==> src/rtl/gpio_port_pkg.sv <==
package gpio_port_pkg;
   typedef enum logic [2:0] {
      SEL_NONE = 3'd0,
      SEL_DIR  = 3'd1,
      SEL_DATA = 3'd2,
      SEL_PIN  = 3'd3,
      SEL_PULL = 3'd4
   } reg_sel_e;
endpackage

==> src/rtl/gpio_addr_dec.sv <==
module gpio_addr_dec
   import gpio_port_pkg::*;
#(
   parameter int          ADDR_W   = 16,
   parameter logic [15:0] OFS_DIR  = 16'hFEBC,
   parameter logic [15:0] OFS_DATA = 16'hFF6C,
   parameter logic [15:0] OFS_PIN  = 16'hFF5C,
   parameter logic [15:0] OFS_PULL = 16'hFF73
) (
   input  logic [ADDR_W-1:0] addr,
   output reg_sel_e          sel
);
   localparam logic [ADDR_W-1:0] A_DIR  = ADDR_W'(OFS_DIR);
   localparam logic [ADDR_W-1:0] A_DATA = ADDR_W'(OFS_DATA);
   localparam logic [ADDR_W-1:0] A_PIN  = ADDR_W'(OFS_PIN);
   localparam logic [ADDR_W-1:0] A_PULL = ADDR_W'(OFS_PULL);

   always_comb begin
      sel = SEL_NONE;
      if      (addr == A_DIR)  sel = SEL_DIR;
      else if (addr == A_DATA) sel = SEL_DATA;
      else if (addr == A_PIN)  sel = SEL_PIN;
      else if (addr == A_PULL) sel = SEL_PULL;
   end
endmodule

==> src/rtl/gpio_regbank.sv <==
module gpio_regbank
   import gpio_port_pkg::*;
#(
   parameter int WIDTH = 8
) (
   input  logic             clk,
   input  logic             clr_n,
   input  logic             por_n,
   input  logic             hold,
   input  logic             wr,
   input  reg_sel_e         sel,
   input  logic [WIDTH-1:0] wdata,
   output logic [WIDTH-1:0] dir_q,
   output logic [WIDTH-1:0] dat_q,
   output logic [WIDTH-1:0] pull_q
);
   logic wr_ok;
   assign wr_ok = wr & ~hold;

   always_ff @(posedge clk or negedge clr_n) begin
      if (!clr_n) begin
         dir_q  <= '0;
         dat_q  <= '0;
         pull_q <= '0;
      end else if (wr_ok) begin
         case (sel)
            SEL_DIR:  dir_q  <= wdata;
            SEL_DATA: dat_q  <= wdata;
            SEL_PULL: pull_q <= wdata;
            default:  ;
         endcase
      end
   end


   hw_clear_chk: assert property (@(posedge clk) disable iff (!por_n)
      !clr_n |-> (dir_q == '0 && dat_q == '0 && pull_q == '0));


   hold_stable_chk: assert property (@(posedge clk) disable iff (!clr_n)
      hold |=> ($stable(dir_q) && $stable(dat_q) && $stable(pull_q)));
endmodule

==> src/rtl/gpio_pin_sync.sv <==
module gpio_pin_sync #(
   parameter int WIDTH  = 8,
   parameter int STAGES = 2
) (
   input  logic             clk,
   input  logic             rst_n,
   input  logic [WIDTH-1:0] d,
   output logic [WIDTH-1:0] q
);
   logic [WIDTH-1:0] stg [STAGES];

   for (genvar s = 0; s < STAGES; s++) begin : g_stage
      if (s == 0) begin : g_first
         always_ff @(posedge clk or negedge rst_n) begin
            if (!rst_n) stg[0] <= '0;
            else        stg[0] <= d;
         end
      end else begin : g_next
         always_ff @(posedge clk or negedge rst_n) begin
            if (!rst_n) stg[s] <= '0;
            else        stg[s] <= stg[s-1];
         end
      end
   end

   assign q = stg[STAGES-1];
endmodule

==> src/rtl/gpio_pad_ctrl.sv <==
module gpio_pad_ctrl #(
   parameter int WIDTH  = 8,
   parameter int MODE_W = 3
) (
   input  logic              clk,
   input  logic              por_n,
   input  logic [MODE_W-1:0] mode,
   input  logic [WIDTH-1:0]  dir_q,
   input  logic [WIDTH-1:0]  dat_q,
   input  logic [WIDTH-1:0]  pull_q,
   input  logic [WIDTH-1:0]  pin_sync,
   output logic [WIDTH-1:0]  pin_oe,
   output logic [WIDTH-1:0]  pin_out,
   output logic [WIDTH-1:0]  pin_pu,
   output logic [WIDTH-1:0]  pin_view,
   output logic              bus_sel
);
   localparam logic [MODE_W-1:0] PORT_MODE_A = MODE_W'(3);
   localparam logic [MODE_W-1:0] PORT_MODE_B = MODE_W'(7);

   logic             port_mode;
   logic [WIDTH-1:0] dir_eff;

   assign port_mode = (mode == PORT_MODE_A) || (mode == PORT_MODE_B);
   assign dir_eff   = port_mode ? dir_q : '0;
   assign bus_sel   = ~port_mode;
   assign pin_oe    = dir_eff;
   assign pin_out   = dat_q & dir_eff;
   assign pin_pu    = port_mode ? (pull_q & ~dir_q) : '0;
   assign pin_view  = (dat_q & dir_eff) | (pin_sync & ~dir_eff);


   bus_release_chk: assert property (@(posedge clk) disable iff (!por_n)
      bus_sel |-> (pin_oe == '0 && pin_pu == '0 && pin_out == '0));


   pu_input_only_chk: assert property (@(posedge clk) disable iff (!por_n)
      (pin_pu & pin_oe) == '0);


   out_needs_oe_chk: assert property (@(posedge clk) disable iff (!por_n)
      (pin_out & ~pin_oe) == '0);
endmodule

==> src/rtl/gpio_mode_port.sv <==
module gpio_mode_port
   import gpio_port_pkg::*;
#(
   parameter int          WIDTH       = 8,
   parameter int          ADDR_W      = 16,
   parameter int          MODE_W      = 3,
   parameter int          SYNC_STAGES = 2,
   parameter logic [15:0] OFS_DIR     = 16'hFEBC,
   parameter logic [15:0] OFS_DATA    = 16'hFF6C,
   parameter logic [15:0] OFS_PIN     = 16'hFF5C,
   parameter logic [15:0] OFS_PULL    = 16'hFF73,
   parameter logic [7:0]  DIR_RD_FILL = 8'h5A
) (
   input  logic              clk,
   input  logic              por_n,
   input  logic              hw_stby,
   input  logic              man_rst_n,
   input  logic              sw_stby,
   input  logic [MODE_W-1:0] mode,
   input  logic [ADDR_W-1:0] bus_addr,
   input  logic              bus_wr,
   input  logic              bus_rd,
   input  logic [WIDTH-1:0]  bus_wdata,
   output logic [WIDTH-1:0]  bus_rdata,
   input  logic [WIDTH-1:0]  pin_in,
   output logic [WIDTH-1:0]  pin_oe,
   output logic [WIDTH-1:0]  pin_out,
   output logic [WIDTH-1:0]  pin_pu,
   output logic              bus_sel
);
   localparam logic [WIDTH-1:0] DIR_FILL = WIDTH'(DIR_RD_FILL);

   if (WIDTH < 1)       begin : g_bad_w   $error("WIDTH must be positive");   end
   if (ADDR_W > 16)     begin : g_bad_a   $error("ADDR_W above 16");           end
   if (SYNC_STAGES < 2) begin : g_bad_s   $error("SYNC_STAGES below 2");       end
   if (MODE_W < 3)      begin : g_bad_m   $error("MODE_W below 3");            end
   if (OFS_DIR == OFS_DATA || OFS_DIR == OFS_PIN || OFS_DIR == OFS_PULL ||
       OFS_DATA == OFS_PIN || OFS_DATA == OFS_PULL || OFS_PIN == OFS_PULL)
   begin : g_bad_ofs $error("register offsets overlap"); end

   logic             clr_n, sync_rst_n, hold;
   reg_sel_e         sel;
   logic [WIDTH-1:0] dir_q, dat_q, pull_q, pin_sync, pin_view;

   assign clr_n      = por_n & ~hw_stby;
   assign sync_rst_n = clr_n & man_rst_n;
   assign hold       = ~man_rst_n | sw_stby;

   gpio_addr_dec #(
      .ADDR_W(ADDR_W), .OFS_DIR(OFS_DIR), .OFS_DATA(OFS_DATA),
      .OFS_PIN(OFS_PIN), .OFS_PULL(OFS_PULL)
   ) u_dec (
      .addr(bus_addr), .sel(sel)
   );

   gpio_regbank #(.WIDTH(WIDTH)) u_regs (
      .clk(clk), .clr_n(clr_n), .por_n(por_n), .hold(hold), .wr(bus_wr),
      .sel(sel), .wdata(bus_wdata),
      .dir_q(dir_q), .dat_q(dat_q), .pull_q(pull_q)
   );

   gpio_pin_sync #(.WIDTH(WIDTH), .STAGES(SYNC_STAGES)) u_sync (
      .clk(clk), .rst_n(sync_rst_n), .d(pin_in), .q(pin_sync)
   );

   gpio_pad_ctrl #(.WIDTH(WIDTH), .MODE_W(MODE_W)) u_pad (
      .clk(clk), .por_n(por_n), .mode(mode),
      .dir_q(dir_q), .dat_q(dat_q), .pull_q(pull_q), .pin_sync(pin_sync),
      .pin_oe(pin_oe), .pin_out(pin_out), .pin_pu(pin_pu),
      .pin_view(pin_view), .bus_sel(bus_sel)
   );

   always_comb begin
      bus_rdata = '0;
      if (bus_rd) begin
         case (sel)
            SEL_DIR:  bus_rdata = DIR_FILL;
            SEL_DATA: bus_rdata = dat_q;
            SEL_PIN:  bus_rdata = pin_view;
            SEL_PULL: bus_rdata = pull_q;
            default:  bus_rdata = '0;
         endcase
      end
   end


   rd_idle_zero_chk: assert property (@(posedge clk) disable iff (!por_n)
      !bus_rd |-> bus_rdata == '0);


   wr_take_chk: assert property (@(posedge clk) disable iff (!clr_n)
      (bus_wr && !hold && bus_addr == ADDR_W'(OFS_DATA)) |=> dat_q == $past(bus_wdata));
endmodule

==> config.mk <==
export PLATFORM = sky130hd
export DESIGN_NAME = gpio_mode_port
export DESIGN_NICKNAME = d
export VERILOG_FILES = /design/src/rtl/gpio_port_pkg.sv /design/src/rtl/gpio_addr_dec.sv /design/src/rtl/gpio_regbank.sv /design/src/rtl/gpio_pin_sync.sv /design/src/rtl/gpio_pad_ctrl.sv /design/src/rtl/gpio_mode_port.sv
export SDC_FILE = /design/constraint.sdc
export NUM_CORES = 1
export LEC_CHECK = 0
export BUFFER_PORTS_ARGS = -buffer_cell sky130_fd_sc_hd__buf_2
export CORE_MARGIN = 2
export CORE_UTILIZATION = 50
export CTS_CLUSTER_DIAMETER = 200
export DETAILED_ROUTE_END_ITERATION = 12
export GPL_TIMING_DRIVEN = 0
export PLACE_DENSITY = 0.87
export SYNTH_ARGS = -nofsm -noshare
export SYNTH_HDL_FRONTEND = slang
export SYNTH_SLANG_ARGS = --single-unit
==> constraint.sdc <==
create_clock -name clk -period 4.3 [get_ports clk]
set_input_delay 1.075 -clock clk [delete_from_list [all_inputs] [get_ports clk]]
set_output_delay 1.075 -clock clk [all_outputs]
set_load 0.02 [all_outputs]
==> impl.org, run 1 <==
** Floorplan
- The initial utilization of the core area, before any placement, comes to 0.528.
- Standard cell core area :: 3740 µm²
- The initialized floorplan defines 22 standard-cell rows.
- Die height :: 66.9 µm
- Num ports :: 75
- DIE WIDTH :: 66.9 µm
- Die area :: 4480 µm²

** Routing
- In the final routed layout, each cell accounts on average for 16.4 µm.
- Count of TritonRoute iterations in the first routing pass :: 4
- Residual antenna-violating net count after detailed routing :: 0
- Initial DRC count :: 86
- After detailed routing, the number of remaining DRC violations is 0.
- In the routed layout, each cell is associated on average with a via count of 5.74.
- The final route contains 1694 vias.
- Routed WL :: 4.83 mm

** Power
- Leakage power summed over all cells :: 0.00131 µW
- VDD sags by at most 0.309 mV.
- Cell Pwr Density :: 292 nW/µm²

** Logic synthesis
- Simple logic cell fraction of the synthesized area :: 0.227
- Summing every instance area after synthesis gives 1980 µm².
- Of the total synthesized cell area, the portion taken by XOR and XNOR cells is 0.
- For this run, the number of Yosys warnings is 0.
- In this run, distinct cell masters in the synthesized netlist total 32.
- Counting flops and latches in the post-synthesis netlist gives 40.
- Sequential fraction of the synthesis area :: 0.506
- Of the post-synthesis cell area, the part taken by muxes is 0.152.
- Synthesized netlist cell count :: 165
- After synthesis, the largest family of logic cells by area is simple AND/OR/NAND/NOR gates.
- Among all flip-flop cells after synthesis, the most frequent one is sky130_fd_sc_hd__dfrtp_1.
- In this run, synthesis inferred 0 flip-flops with an integrated enable.
- In the synthesized netlist the async set-or-reset flop fraction comes to 1.00.
- Synth Area in Compound Gates :: 0.0923
- Post-synthesis adder-cell area fraction :: 0
- Averaged over all synthesized cells, the footprint is 12.0 µm².
- Total nets after synthesis :: 207

** Hold path
- The worst hold path begins at u_sync.stg[12].
- The path class of the tightest hold or removal check is flop to flop.

** CTS
- H-tree levels :: 2
- Cells resized by post-CTS repair :: 0
- The clock passes through at most 2 buffers.
- TritonCTS built the clock tree.
- The number of setup buffers added after CTS is 0.
- Counting every sink on the clock net gives 40.
- Root Driver :: sky130_fd_sc_hd__clkbuf_8
- In this run, CTS created clock tree buffers numbering 5.
- Clock latency on the worst-skew pair :: 0.30 ns
- Number of buffers added to fix hold violations after cts :: 0
- After clock tree synthesis, the clock-pin slew on the worst setup and hold paths is 0.08 ns.

** Timing
- The final number of max-transition violations is 0.
- In this run the tightest slew margin relative to its limit is 0.542.
- For the finished layout, the period the worst path requires is 4.10 ns.
- Setup repair after global routing left no endpoint under its margin.
- Final period utilization :: 0.954
- Worst-Margin Slew :: 0.682 ns
- Highest clock rate :: 0.244 GHz
- After routing, the total negative slack on setup checks comes to 0 ns.
- The count of final hold-check violations is 0.
- Clk_skew :: 0.00365 ns
- # setup viols final :: 0

** Status
- The run finished with clean final reports.

** Job
- Max Cap Violations :: 0

** Placed design
- Area post-placement :: 2420 µm²
- The congestion estimate from routability-driven global placement came to 0.814.
- Buffers added on ports :: 73
- HPWL Detailed :: 3.68 mm

** Cells and area
- End-of-flow core utilization :: 0.680
- After filler insertion, the fill cell instance count of the layout stands at 290.
- Once layout is done, the placed cells without fillers occupy 2550 µm².
- The area growth from synthesis to layout is 28.7%.
- Of the cells placed in the final design, the portion with a size suffix greater than 1 is 0.474.
- The number of antenna diodes in the final layout is 0.
- The net count of the finished layout is 288.

** Global routing
- Global-route wire length before repair :: 7.85 mm
- The via count of the first global-routing pass is 1630.
- GR Util All Layers :: 0.239
- Maximum number of pins on one net before global-route repair :: 17
- The number of antenna violations at the first check in global routing is 0.
- Total congestion overflow after global routing :: 0

** Setup path
- In this run the critical register-to-register path is launched from u_regs.pull_q[4].
- Nature of the critical path startpoint :: input port
- STA classifies the critical path endpoint as an output port.
- Along the worst path, the maximum fanout reaches 8.
- Worst Path Arrival :: 3.03 ns
- Critical path startpoint :: bus_addr[0]
- The critical path is of the input port to output port type.
- At the worst endpoint, the required time is 3.22 ns.
report_power, final:
group | total [µW] | switching [µW] | internal, µW
sequential | 386 | 2.31 | 383
combinational | 45.6 | 26.3 | 19.3
clock | 311 | 137 | 175
cells in the final DEF, fill, tap and decap left out, drive strengths merged, types with 5 or more instances in the layout:
cell type   n
and2        7
o21ai       8
clkbuf      7
and3        8
nor4        6
nor3b       9
nor3        8
nand2      13
dfrtp      40
buf        76
mux2       24
a21boi      8
inv         5
kinds of logic (layout without fill, tap and decap cells):
group / count (synthesis) / in the layout
AOI/OAI and AO/OA: 25 / 25
buffers and inverters: 9 / 91
DFF: 40 / 40
muxes: 24 / 24
and+or+nand+nor: 67 / 67
sequential cells by signal (all words and copies together) (netlist names):
signal,count
u_regs.dat_q,8
u_regs.dir_q,8
u_regs.pull_q,8
u_sync.q,8
u_sync.stg,8
cells in the mapped netlist, types with 2 or more instances:
cell,count,area [µm²]
sky130_fd_sc_hd__and3_1,8,50.1
sky130_fd_sc_hd__inv_1,4,15.0
sky130_fd_sc_hd__nor3b_1,9,67.6
sky130_fd_sc_hd__a32oi_1,4,35.0
sky130_fd_sc_hd__mux2_4,8,120
sky130_fd_sc_hd__and2_1,7,43.8
sky130_fd_sc_hd__nand4_1,3,18.8
sky130_fd_sc_hd__o21ai_0,8,40.0
sky130_fd_sc_hd__clkbuf_1,2,7.51
sky130_fd_sc_hd__nor3_1,7,35.0
sky130_fd_sc_hd__nor4_1,4,25.0
sky130_fd_sc_hd__mux2_2,16,180
sky130_fd_sc_hd__nor4_4,2,42.5
sky130_fd_sc_hd__nor4b_1,4,35.0
sky130_fd_sc_hd__a21boi_0,8,60.1
sky130_fd_sc_hd__nor2_1,2,7.51
sky130_fd_sc_hd__dfrtp_1,40,1000
sky130_fd_sc_hd__nand2_1,12,45.0
sky130_fd_sc_hd__a221oi_1,4,35.0
worst max-delay path, stage by stage:
cell	delay [ns]
sky130_fd_sc_hd__buf_2	0.10
sky130_fd_sc_hd__and4bb_2	0.33
sky130_fd_sc_hd__nand4_1	0.32
sky130_fd_sc_hd__nor3_2	0.41
sky130_fd_sc_hd__o41a_2	0.28
sky130_fd_sc_hd__a21boi_0	0.29
sky130_fd_sc_hd__buf_2	0.22
stage by stage:
stage	std cells	setup WS (ns)	total power, µW	hold slack, ns
after floorplan	165	0.484	408	0.331
after global placement	286	0.0527	435	0.333
after detailed placement	287	0.0350	438	0.335
after CTS	295	0.0399	749	0.353
after global routing	295	0.0329	770	0.362
final	295	0.196	743	0.351
worst paths after layout:
check | to | slack, ns | cells after the start
hold reg to reg | u_sync.q[4] | 0.35 | 0
setup / recovery | bus_rdata[3] | 0.20 | 7
setup reg to reg | u_regs.pull_q[4] | 3.51 | 1
hold / removal | u_sync.q[4] | 0.35 | 0
max in group asynchronous | u_sync.stg[10] | 2.15 | 4
min in group asynchronous | u_regs.dir_q[4] | 0.89 | 2
layer usage:
metal	vias to the layer above	part of all wire	global-route usage
li1	786	-	-
met1	808	0.43	0.308
met2	92	0.47	0.396
met3	8	0.083	0.0541
met4	0	0.012	0.0842
met5	-	0	0
cell type report:
class                   count  area (µm²)  area share
clock inverters             3        46.3      0.0182
repair buffers             74         380       0.149
plain buffers               4        26.3      0.0103
flip-flops and latches     40        1000       0.393
clock buffers               5        68.8      0.0270
multi-input cells         116         945       0.371
inverters                   5        18.8     0.00737
well taps                  48        60.1      0.0236
Power figures use the tool's default switching activity.
==> inputs of run 2 (changes only) <==
--- a/config.mk
+++ b/config.mk
@@ -10,7 +10,6 @@
 export CORE_UTILIZATION = 50
 export CTS_CLUSTER_DIAMETER = 200
 export DETAILED_ROUTE_END_ITERATION = 12
-export GPL_TIMING_DRIVEN = 0
 export PLACE_DENSITY = 0.87
 export SYNTH_ARGS = -nofsm -noshare
 export SYNTH_HDL_FRONTEND = slang
==> impl.org, run 2 (same netlist as run 1, synthesis figures left out) <==
** Routing
- Via count :: 1679
- Number of DRC violations after detailed routing :: 0
- For this run, the detailed router's first-pass iteration total came to 4.
- Once detail routing completed, the nets flagged for antenna violations numbered 0.
- After detailed routing, the average wire length per cell comes to 16.2 µm.
- Routed WL :: 4.79 mm
- In this run, the number of DRC markers left after iteration 0 of detailed routing was 77.
- After detailed routing, the number of vias per cell comes to 5.67.

** Floorplan
- Number of core rows :: 22
- After floorplanning, the core was sized to cover 3740 µm².
- Measured along the y axis, the die boundary spans 66.9 µm.
- Die area :: 4480 µm²
- For this configuration, the core starts out at a cell density of 0.528.
- The floorplan step set the die width to 66.9 µm.
- Num ports :: 75

** Setup path
- WP data required :: 3.22 ns
- Worst path top cell family by delay :: simple AND/OR/NAND/NOR gates
- The slowest stage of the critical path is the sky130_fd_sc_hd__nor3_1 cell.
- The worst setup path is launched from an input port.
- Critical setup path kind :: input port to output port
- Combined buffer and inverter count along the critical path :: 3
- Sequence of cells on the critical path :: buf_2, and4_1, nand2_4, nor3_1, buf_4, o21ai_0, a21boi_0, buf_2
- Worst flop-to-flop path startpoint :: u_regs.dat_q[2]
- Of all nets on the critical path, the largest fanout is 6.
- STA classifies the critical path endpoint as an output port.
- By instance count, the cell type seen most on the critical path is sky130_fd_sc_hd__buf_2.
- Critical path startpoint :: bus_addr[14]
- At the worst endpoint, the arrival time is 2.91 ns.
- Delay of the slowest cell on the worst path :: 0.41 ns

** Global routing
- Global routing finished with a remaining overflow of 0.
- GR Util All Layers :: 0.236
- Entering global routing, the biggest net connects 26 pins.
- The first global-routing pass estimated 7.71 mm of wire.
- The via count of the first global-routing pass is 1633.
- The number of antenna violations at the first check in global routing is 0.

** CTS
- Setup Buffers After CTS :: 0
- Clock latency on the worst-skew pair, taken at its later pin, is 0.29 ns.
- The clock passes through at most 2 buffers.
- CTS built an H-tree with a depth of 2.
- After clock tree synthesis, the clock-pin slew on the worst setup and hold paths is 0.07 ns.
- Clock sink total :: 40
- The root buffer cell chosen for the clock tree is sky130_fd_sc_hd__clkbuf_8.
- Clock buffer count from CTS :: 5
- Post-CTS repair changed the size of 0 cells.
- Number of buffers added to fix hold violations after cts :: 0
- TritonCTS built the clock tree.

** Placed design
- The placed instances occupy a cell area of 2420 µm².
- Buffers added on ports :: 73
- At the end of routability-driven placement, the weighted congestion stood at 0.929.
- The HPWL after detailed placement is 3.60 mm.

** Timing
- On the final layout, the worst clock skew is 0.00657 ns.
- Total count of hold-check failures in the final report :: 0
- Headroom to the max-slew limit came out at 0.531.
- Summed over all failing endpoints, the final setup total negative slack is 0 ns.
- In the finished design, the share of the clock period the worst path needs comes to 0.926.
- # setup viols final :: 0
- Derived from the worst setup path, the maximum achievable clock frequency is 0.251 GHz.
- The worst path needs 3.98 ns of the cycle, external delays included.
- Setup repair after global routing left no endpoint under its margin.
- Worst-Margin Slew :: 0.699 ns
- Hold slack final :: 0.345 ns
- Max-slew violation count :: 0

** Hold path
- Startpoint of the lowest-slack hold path :: u_sync.stg[14]
- In this run the worst hold path is classified as flop to flop.

** Power
- The internal portion of the total power is 606 µW.
- Net Sw Frac :: 0.201
- The share of total power dissipated in the clock network is 0.435.
- The analysis attributes to net switching a power of 152 µW.
- Total power draw :: 759 µW
- Worst IR Drop VDD :: 0.328 mV
- In this run the power density over the cells is 297 nW/µm².
- Relative contribution of combinational cells to total power :: 0.056
- The share of total power dissipated in sequential elements is 0.509.
- Leakage power summed over all cells :: 0.00133 µW

** Cells and area
- The net count of the finished layout is 289.
- Commonest cells after routing, fill and taps aside :: 73 x sky130_fd_sc_hd__buf_2, 40 x sky130_fd_sc_hd__dfrtp_1, 16 x sky130_fd_sc_hd__mux2_2, 12 x sky130_fd_sc_hd__nand2_1, 9 x sky130_fd_sc_hd__nor3b_1
- Proportion of layout cells with a drive suffix above 1 :: 0.476
- The number of antenna diodes in the final layout is 0.
- Leaving out fill and tap cells, the most frequent cell in the layout is sky130_fd_sc_hd__buf_2.
- Summing all non-filler instances in the final layout gives an area of 2550 µm².
- Layout Area Growth over Synthesis :: 29.0%

** Job
- Max-cap violations in this run came to 0.

** Status
- The flow ran to the end, and the final reports show no timing, DRC or antenna violations.
-- run 2: changes by cell type in the layout (fill, tap and decap cells not counted), sizes merged --
| cell | before | now |
|---|---|---|
| buf | 76 | 79 |
| clkinvlp | 1 | 0 |
| inv | 5 | 4 |
-- run 2: layout make-up --
cell class              count  area [µm²]
multi-input cells         116         935
flip-flops and latches     40        1000
clock buffers               7        96.3
inverters                   5        18.8
fillers                   294        1190
well taps                  48        60.1
repair buffers             79         410
clock inverters             1        30.0
-- run 2: worst paths after layout --
check                      slack [ns]               to  cells past startpoint
max reg2reg                      3.51  u_regs.dat_q[2]                      1
min in group asynchronous        0.87  u_regs.dat_q[4]                      3
max                              0.32     bus_rdata[5]                      8
max in group asynchronous        2.48      u_sync.q[7]                      4
min                              0.34      u_sync.q[6]                      0
min reg2reg                      0.34      u_sync.q[6]                      0
-- run 2: routing by layer --
| layer | up-vias | part of all wire | routed length [µm] | track usage |
|---|---|---|---|---|
| met5 | - | 0 | 0 | 0 |
| met4 | 0 | 0.0084 | 40 | 0.0663 |
| met3 | 5 | 0.075 | 360 | 0.0557 |
| met2 | 71 | 0.47 | 2240 | 0.381 |
| met1 | 813 | 0.45 | 2140 | 0.318 |
| li1 | 790 | - | - | - |
-- run 2: through the flow --
| step | instances | utilization | worst slack, ns |
|---|---|---|---|
| 5_1_grt | 296 | 0.681 | 0.252 |
| 6_report | 296 | 0.681 | 0.319 |
| 2_1_floorplan | 165 | - | 0.484 |
| 4_1_cts | 296 | 0.681 | 0.390 |
| 3_3_place_gp | 288 | 0.648 | 0.439 |
| 3_5_place_dp | 288 | 0.648 | 0.403 |
-- run 2: power by group through the flow --
stage	clock network [µW]	logic, µW	registers [µW]
final	330	42.4	386
after global routing	354	47.7	386
after CTS	335	42.8	386
after detailed placement	0	42.7	393
after global placement	0	41.8	393
after floorplan	0	16.3	392
